**src/rtl/fetch_pkg.sv**
```systemverilog
package fetch_pkg;

    localparam int unsigned ADDR_W = 24;
    localparam int unsigned WORD_W = 32;
    localparam int unsigned OFF_W  = 16;
    localparam int unsigned TGT_W  = 26;

    localparam logic [ADDR_W-1:0] DEFAULT_TEXT_BASE = 24'h100000;
    localparam logic [WORD_W-1:0] NOP_WORD          = '0;

    typedef enum logic [1:0] {
        SEL_SEQ    = 2'd0,
        SEL_BRANCH = 2'd1,
        SEL_JUMP   = 2'd2,
        SEL_JREG   = 2'd3
    } pc_sel_e;

    typedef struct packed {
        logic [ADDR_W-1:0] pc;
        logic [ADDR_W-1:0] pc_ex;
        logic [WORD_W-1:0] ir;
    } fetch_state_t;

endpackage

```
**src/rtl/fetch_redirect_arb.sv**
```systemverilog
module fetch_redirect_arb
    import fetch_pkg::*;
(
    input  logic    branch_taken,
    input  logic    jump,
    input  logic    jr,
    output pc_sel_e sel,
    output logic    kill
);

    always_comb begin
        if (jr) begin
            sel = SEL_JREG;
        end else if (jump) begin
            sel = SEL_JUMP;
        end else if (branch_taken) begin
            sel = SEL_BRANCH;
        end else begin
            sel = SEL_SEQ;
        end
        kill = (sel != SEL_SEQ);
    end

endmodule

```
**src/rtl/fetch_target_calc.sv**
```systemverilog
module fetch_target_calc
    import fetch_pkg::*;
#(
    parameter logic [ADDR_W-1:0] TEXT_BASE = DEFAULT_TEXT_BASE
) (
    input  pc_sel_e           sel,
    input  logic [ADDR_W-1:0] pc_fetch,
    input  logic [ADDR_W-1:0] pc_exec,
    input  logic [OFF_W-1:0]  offset,
    input  logic [TGT_W-1:0]  target_field,
    input  logic [WORD_W-1:0] reg_value,
    output logic [ADDR_W-1:0] next_pc
);

    localparam int unsigned EXT_W = ADDR_W - OFF_W;

    logic [ADDR_W-1:0] seq_pc;
    logic [ADDR_W-1:0] branch_pc;
    logic [ADDR_W-1:0] jump_pc;
    logic [ADDR_W-1:0] jreg_pc;
    logic [ADDR_W-1:0] offset_ext;

    always_comb begin
        offset_ext = {{EXT_W{offset[OFF_W-1]}}, offset};
        seq_pc     = pc_fetch + ADDR_W'(1);
        branch_pc  = pc_exec + ADDR_W'(1) + offset_ext;
        jump_pc    = target_field[ADDR_W-1:0] - TEXT_BASE;
        jreg_pc    = reg_value[ADDR_W-1:0] - TEXT_BASE;
        unique case (sel)
            SEL_BRANCH: next_pc = branch_pc;
            SEL_JUMP:   next_pc = jump_pc;
            SEL_JREG:   next_pc = jreg_pc;
            default:    next_pc = seq_pc;
        endcase
    end

endmodule

```
**src/rtl/fetch_link_gen.sv**
```systemverilog
module fetch_link_gen
    import fetch_pkg::*;
#(
    parameter logic [ADDR_W-1:0] TEXT_BASE = DEFAULT_TEXT_BASE
) (
    input  logic [ADDR_W-1:0] pc_exec,
    output logic [WORD_W-1:0] link
);

    localparam int unsigned PAD_W = WORD_W - ADDR_W;

    logic [ADDR_W-1:0] ret_addr;

    always_comb begin
        ret_addr = pc_exec + ADDR_W'(1) + TEXT_BASE;
        link     = {{PAD_W{1'b0}}, ret_addr};
    end

endmodule

```
**src/rtl/fetch_unit.sv**
```systemverilog
module fetch_unit
    import fetch_pkg::*;
#(
    parameter logic [ADDR_W-1:0] TEXT_BASE = DEFAULT_TEXT_BASE
) (
    input  logic              clk,
    input  logic              rst,
    input  logic [WORD_W-1:0] imem_rdata,
    input  logic              branch_taken,
    input  logic [OFF_W-1:0]  branch_offset,
    input  logic              jump,
    input  logic [TGT_W-1:0]  jump_target,
    input  logic              jr,
    input  logic [WORD_W-1:0] jr_value,
    output logic [ADDR_W-1:0] imem_addr,
    output logic [WORD_W-1:0] instr_ex,
    output logic [ADDR_W-1:0] pc_ex,
    output logic [WORD_W-1:0] link_value
);

    fetch_state_t      state_d;
    fetch_state_t      state_q;
    pc_sel_e           sel;
    logic              kill;
    logic [ADDR_W-1:0] next_pc;

    fetch_redirect_arb i_arb (
        .branch_taken (branch_taken),
        .jump         (jump),
        .jr           (jr),
        .sel          (sel),
        .kill         (kill)
    );

    fetch_target_calc #(
        .TEXT_BASE (TEXT_BASE)
    ) i_target (
        .sel          (sel),
        .pc_fetch     (state_q.pc),
        .pc_exec      (state_q.pc_ex),
        .offset       (branch_offset),
        .target_field (jump_target),
        .reg_value    (jr_value),
        .next_pc      (next_pc)
    );

    fetch_link_gen #(
        .TEXT_BASE (TEXT_BASE)
    ) i_link (
        .pc_exec (state_q.pc_ex),
        .link    (link_value)
    );

    always_comb begin
        state_d       = state_q;
        state_d.pc    = next_pc;
        state_d.pc_ex = state_q.pc;
        state_d.ir    = kill ? NOP_WORD : imem_rdata;
    end

    always_ff @(posedge clk) begin
        if (rst) begin
            state_q <= '0;
        end else begin
            state_q <= state_d;
        end
    end

    assign imem_addr = state_q.pc;
    assign instr_ex  = state_q.ir;
    assign pc_ex     = state_q.pc_ex;

endmodule

```
**config.mk**
```make
export PLATFORM = sky130hd
export DESIGN_NAME = fetch_unit
export DESIGN_NICKNAME = d
export VERILOG_FILES = /design/src/rtl/fetch_pkg.sv /design/src/rtl/fetch_redirect_arb.sv /design/src/rtl/fetch_target_calc.sv /design/src/rtl/fetch_link_gen.sv /design/src/rtl/fetch_unit.sv
export SDC_FILE = /design/constraint.sdc
export NUM_CORES = 1
export LEC_CHECK = 0
export ABC_CLOCK_PERIOD_IN_PS = 4040
export CORE_MARGIN = 2
export CORE_UTILIZATION = 30
export DETAILED_ROUTE_END_ITERATION = 8
export SLEW_MARGIN = 30
export SYNTH_ARGS = -nofsm -noshare
export SYNTH_HDL_FRONTEND = slang
export SYNTH_SLANG_ARGS = --single-unit
```
**constraint.sdc**
```tcl
create_clock -name clk -period 4.04 [get_ports clk]
set_clock_uncertainty 0.2 [all_clocks]
set_input_delay 1.212 -clock clk [delete_from_list [all_inputs] [get_ports clk]]
set_output_delay 1.212 -clock clk [all_outputs]
set_load 0.01 [all_outputs]
```
* Yosys cells after proc, flatten, opt, wreduce, memory -nomap -nowiden
Index checks and enable logic that the tools add are counted.
Storage, ports and cells: bits in registers 80, output and inout bits 112, logic and storage cells 18
Operators by class: add/subtract/negate cells 6, equality and inequality tests 3, multiplexer cells 4, reduce and logical (&&, ||, !) cells 2
Operator list (number):
- 24-bit case mux with 3 select lines | 1
- 24-bit by 1-bit adder with 24-bit output (second input constant) | 2
- 24-bit by 21-bit subtractor with 24-bit output (second input constant) | 2
- 24-bit by 21-bit adder with 24-bit output (second input constant) | 1
- 24-bit adder | 1
- 2-bit == test (second input constant) | 2
- 2-bit 2-to-1 mux | 2
- 2-bit by 1-bit == test with 1-bit output (second input constant) | 1
- 2-bit nonzero test | 1
- 2-bit OR reduction | 1
- 1-bit 2-to-1 mux | 1

* Depth between registers and ports, before layout
depth after elaboration 5, gate-level depth with buffers 15, mapped depth without buffers 14

* Hierarchy
A second synthesis with hierarchy kept.
Second synthesis, totals: cells, all modules 602, area, all modules 5536.6 sq um
By module, submodules not included:
- fetch_target_calc | instances 1, cells an instance 344, area each 2562.5 sq um, sequential area each 0.0 sq um
- fetch_unit | instances 1, cells an instance 172, area each 2408.6 sq um, sequential area each 1601.5 sq um
- fetch_link_gen | instances 1, cells an instance 82, area each 540.5 sq um, sequential area each 0.0 sq um
- fetch_redirect_arb | instances 1, cells an instance 4, area each 25.0 sq um, sequential area each 0.0 sq um

* Worst setup path after synthesis
OpenSTA, ideal clock, no wires.
kind reg2out, start reg state_q, in the netlist pc_ex[2], end out link_value[22], data arrival time 1.982 ns, setup slack 0.646 ns, stages on the path, launching flop included 10, path buffers 1, cells stage by stage dfxtp_1 and4_1 and2_1 clkbuf_1 nand3_1 nor2_1 xnor2_1 inv_1 ha_1 xnor2_1
Between the ends: cells in the longest elaborated chain, start to end 2
RTL lines:
- from (decl) | line fetch_unit.sv:22 | fetch_state_t state_q;
- from (signal assigned) | line fetch_unit.sv:65 | state_q <= state_d;
- 24-bit by 1-bit adder with 24-bit output | line fetch_link_gen.sv:15 | ret_addr = pc_exec + ADDR_W'(1) + TEXT_BASE;
- 24-bit by 21-bit adder with 24-bit output | line fetch_link_gen.sv:15
- to (decl) | line fetch_unit.sv:18 | output logic [WORD_W-1:0] link_value
No other way between the ends.

* Worst setup path in the final report
start reg state_q, in the netlist pc_ex[5], end out link_value[15]
The elaborated chain is that of the path after synthesis.

==> impl_metrics.csv <==
group,metric,value,unit
outcome,outcome,"completed",
synth,synth_cell_types,51,
floorplanning,start_util,30.3,%
sta,final.setup.tns,0,ns
clock_network,cts_max_path_buffers,2,
hold_path,hold_class,"reg2reg",
final_layout,final_layout_size_suffix_gt1_share,8.09,%
floorplanning,io_pins,223,
drt,totalWireLength,17800,um
synth,synth-seq-cells,80,
pwr,p_leak,3.22,nW
final_layout,fin_nets,968,
drt,wl_per_cell,17.0,um
placed_design,gp_congestion,0.867,
synth,async_reset_ff_share,0,%
sta,period_needed,3.96,ns
final_layout,fillers,1577,
global_route,grt_pass1_wl,27900,um
synth,ys_seq_area_share,32.2,%
sta,slew_violations,0,
clock_network,htree_levels,3,
worst_setup_path,cp_slowest_cell,"clkdlybuf4s50_1",
sta,hold_viol_final,0,
floorplanning,core-area,0.0164,mm2
floorplanning,row_count,47,
global_route,grt_max_degree,38,
synth,synthTopCellsByCount,"dfxtp_1, a21oi_1, nand2_1",
synth,syn_area,0.00497,mm2
synth,yosys.area_share.simple,24.5,%
synth,synthXorXnorAreaFrac,11.5,%
final_layout,num_antenna_cells,0,
synth,netlist.area_leader.share,32.2,%
clock_network,clk_latency,0.34,ns
drt,drt_iter0_markers,386,
synth,synth_top_area_cell,"dfxtp_1",
drt,drc,0,
global_route,grt_pass1_vias,5108,
floorplanning,die_height,133,um
worst_setup_path,crit_type,"reg2out",
pwr,finalPower,2.26,mW
worst_setup_path,cp.required,2.63,ns
clock_network,ctsHoldBuffers,0,
clock_network,cts_tree,"yes",
global_route,antenna_found_initial,0,
sta,hold_slack,0.307,ns
hold_path,worstHoldStart,"imem_addr[23]",
clock_network,clockRootBuffer,"clkbuf_16",
synth,synth_top_family_by_area,"simple AND/OR/NAND/NOR gates",
sta,period_share,98.0,%
sta,max_freq,252,MHz
final_layout,seqCellArea,0.00160,mm2
pwr,pwr_density_cell,291,mW/mm2
clock_network,cts_buffers,9,
global_route,grt_use_total,19.9,%
placed_design,io_buffers,204,
worst_setup_path,r2r_start,"pc_ex[2]",
drt,vias_per_cell,4.92,
clock_network,path_clk_slew,0.06,ns
synth,synth_fa_ha_area_share,8.71,%
run,maxCapViolCount,0,
final_layout,area_growth,56.6,%
synth,synth_area_leaders,"dfxtp_1, ha_1, xnor2_1, a21oi_1, and2_1",
sta,rsz0062_at_grt,"false",
clock_network,cts_sinks,80,
worst_setup_path,max_stage_delay,0.61,ns
worst_setup_path,startpoint_type,"flip-flop",
synth,ys_warn_count,0,
floorplanning,dieArea,0.0176,mm2
synth,synth_edf_count,0,
synth,synthMostInstantiatedCell,"dfxtp_1",
sta,finalSetupViolCount,0,
worst_setup_path,cp_cell_sequence,"nand4_1 -> or4_4 -> buf_4 -> xnor2_1 -> clkdlybuf4s50_1",
final_layout,multiInputGateArea,0.00326,mm2
synth,netlist_instances,604,
worst_setup_path,cp.arrival,2.55,ns
synth,avgSynthCellArea,8.23,um2
pwr,ir_worst_vdd,0.219,mV
drt,ant_nets,0,
sta,setup_ws,0.0794,ns
worst_setup_path,crit_path_start,"pc_ex[5]",
placed_design,pre_cts_slack,0.0843,ns
sta,slew_headroom,50.6,%
synth,synth_compound_gate_area_share,17.4,%
worst_setup_path,cp_max_fo,4,
floorplanning,die_w,133,um
worst_setup_path,critPathCaptureType,"primary output",
synth,synthMuxAreaShare,1.21,%
global_route,grt_overflow,0,
drt,num_vias,5161,
drt,firstDrtPassIters,5,
placed_design,dp_hpwl,14500,um
synth,ys.flop_type,"dfxtp_1",
sta,worst_pin_slew,0.733,ns
==> routing by layer <==
metal / track usage [%] / share of wire (%) / routed length (um) / vias to the layer above
li1: - / - / - / 2561
met1: 25.8 / 45 / 7930 / 2382
met2: 33.4 / 47 / 8310 / 193
met3: 4.71 / 7.3 / 1290 / 25
met4: 5.14 / 1.5 / 262 / 0
met5: 0 / 0 / 0 / -
==> worst max-delay path: cells and delay by family (launching register included) <==
kind	cells	cell delay, ns
and+or+nand+nor	2	0.74
DFF	1	0.39
buffers and inverters	2	0.80
xor gates and xnor gates	1	0.28
==> worst paths after layout <==
kind                                       end  slack (ns)  depth (start not counted)
worst min-delay path                 pc_ex[23]        0.31                          1
worst min register to register       pc_ex[23]        0.31                          1
worst max register to register   imem_addr[21]        0.25                         16
worst max-delay path            link_value[15]        0.08                          5
==> logic make-up (layout without fill, tap and decap cells) <==
logic type,after synthesis,count (layout)
AO/OA/AOI/OAI,136,136
multiplexers,6,6
buffers and inverters,50,267
adder cells (fa/ha/maj),34,34
flip-flops,80,80
other,1,8
XOR/XNOR,65,65
AND/OR/NAND/NOR,232,232
==> power by group <==
part           switching (mW)  leakage (nW)  internal [mW]
Clock                   0.327         0.134          0.452
Sequential             0.0485         0.656          0.829
Combinational           0.286          2.43          0.317
Total                   0.662          3.22           1.60
==> through the flow <==
step	util, %	area [um2]	cells
after global routing	47.4	7780	1048
after floorplan	-	4990	611
after detailed placement	45.0	7380	1030
after global placement	45.0	7380	1030
after CTS	47.1	7730	1047
final	47.4	7780	1048
==> cell type report <==
cell class,instances,share of cell area (%)
well taps,220,3.54
clock buffers,11,3.25
inverters,16,0.772
repair buffers,235,29.4
multi-input cells,481,41.9
flip-flops and latches,80,20.6
clock inverters,5,0.515
==> timing repair <==
item / in CTS / in global routing
buffers inserted: 1 / 1
resized for setup: 15 / 12
endpoints found under the hold margin: 0 / 0
pin swaps: 0 / 2
endpoints found under the setup margin: 6 / 9
==> cells in the final DEF (no fill, tap or decap), types with 4 or more instances in the layout <==
master | netlist | layout
o21bai_1 | 4 | 4
dfxtp_1 | 80 | 78
clkdlybuf4s50_1 | 0 | 194
a221oi_1 | 8 | 8
mux2i_1 | 6 | 6
a211oi_1 | 7 | 7
nand4_1 | 18 | 18
nor2_1 | 42 | 39
conb_1 | 1 | 8
xnor2_1 | 37 | 33
nand3_1 | 28 | 27
and3_1 | 4 | 4
xnor2_2 | 0 | 4
a21oi_1 | 54 | 54
ha_1 | 33 | 33
clkbuf_16 | 0 | 9
dlymetal6s2s_1 | 0 | 7
nor3_1 | 11 | 10
xor2_1 | 28 | 26
a22oi_1 | 4 | 4
o21ai_0 | 23 | 23
nor2b_1 | 25 | 25
and4_1 | 4 | 4
nand2_1 | 45 | 45
and2_1 | 41 | 40
buf_4 | 8 | 31
inv_1 | 16 | 16
a21o_1 | 7 | 7
==> sequential cells by signal, summed over array words and instances (netlist names) <==
| name | cells |
|---|---|
| instr_ex | 32 |
| imem_addr | 24 |
| pc_ex | 24 |
(Power assumes the default switching activity.)
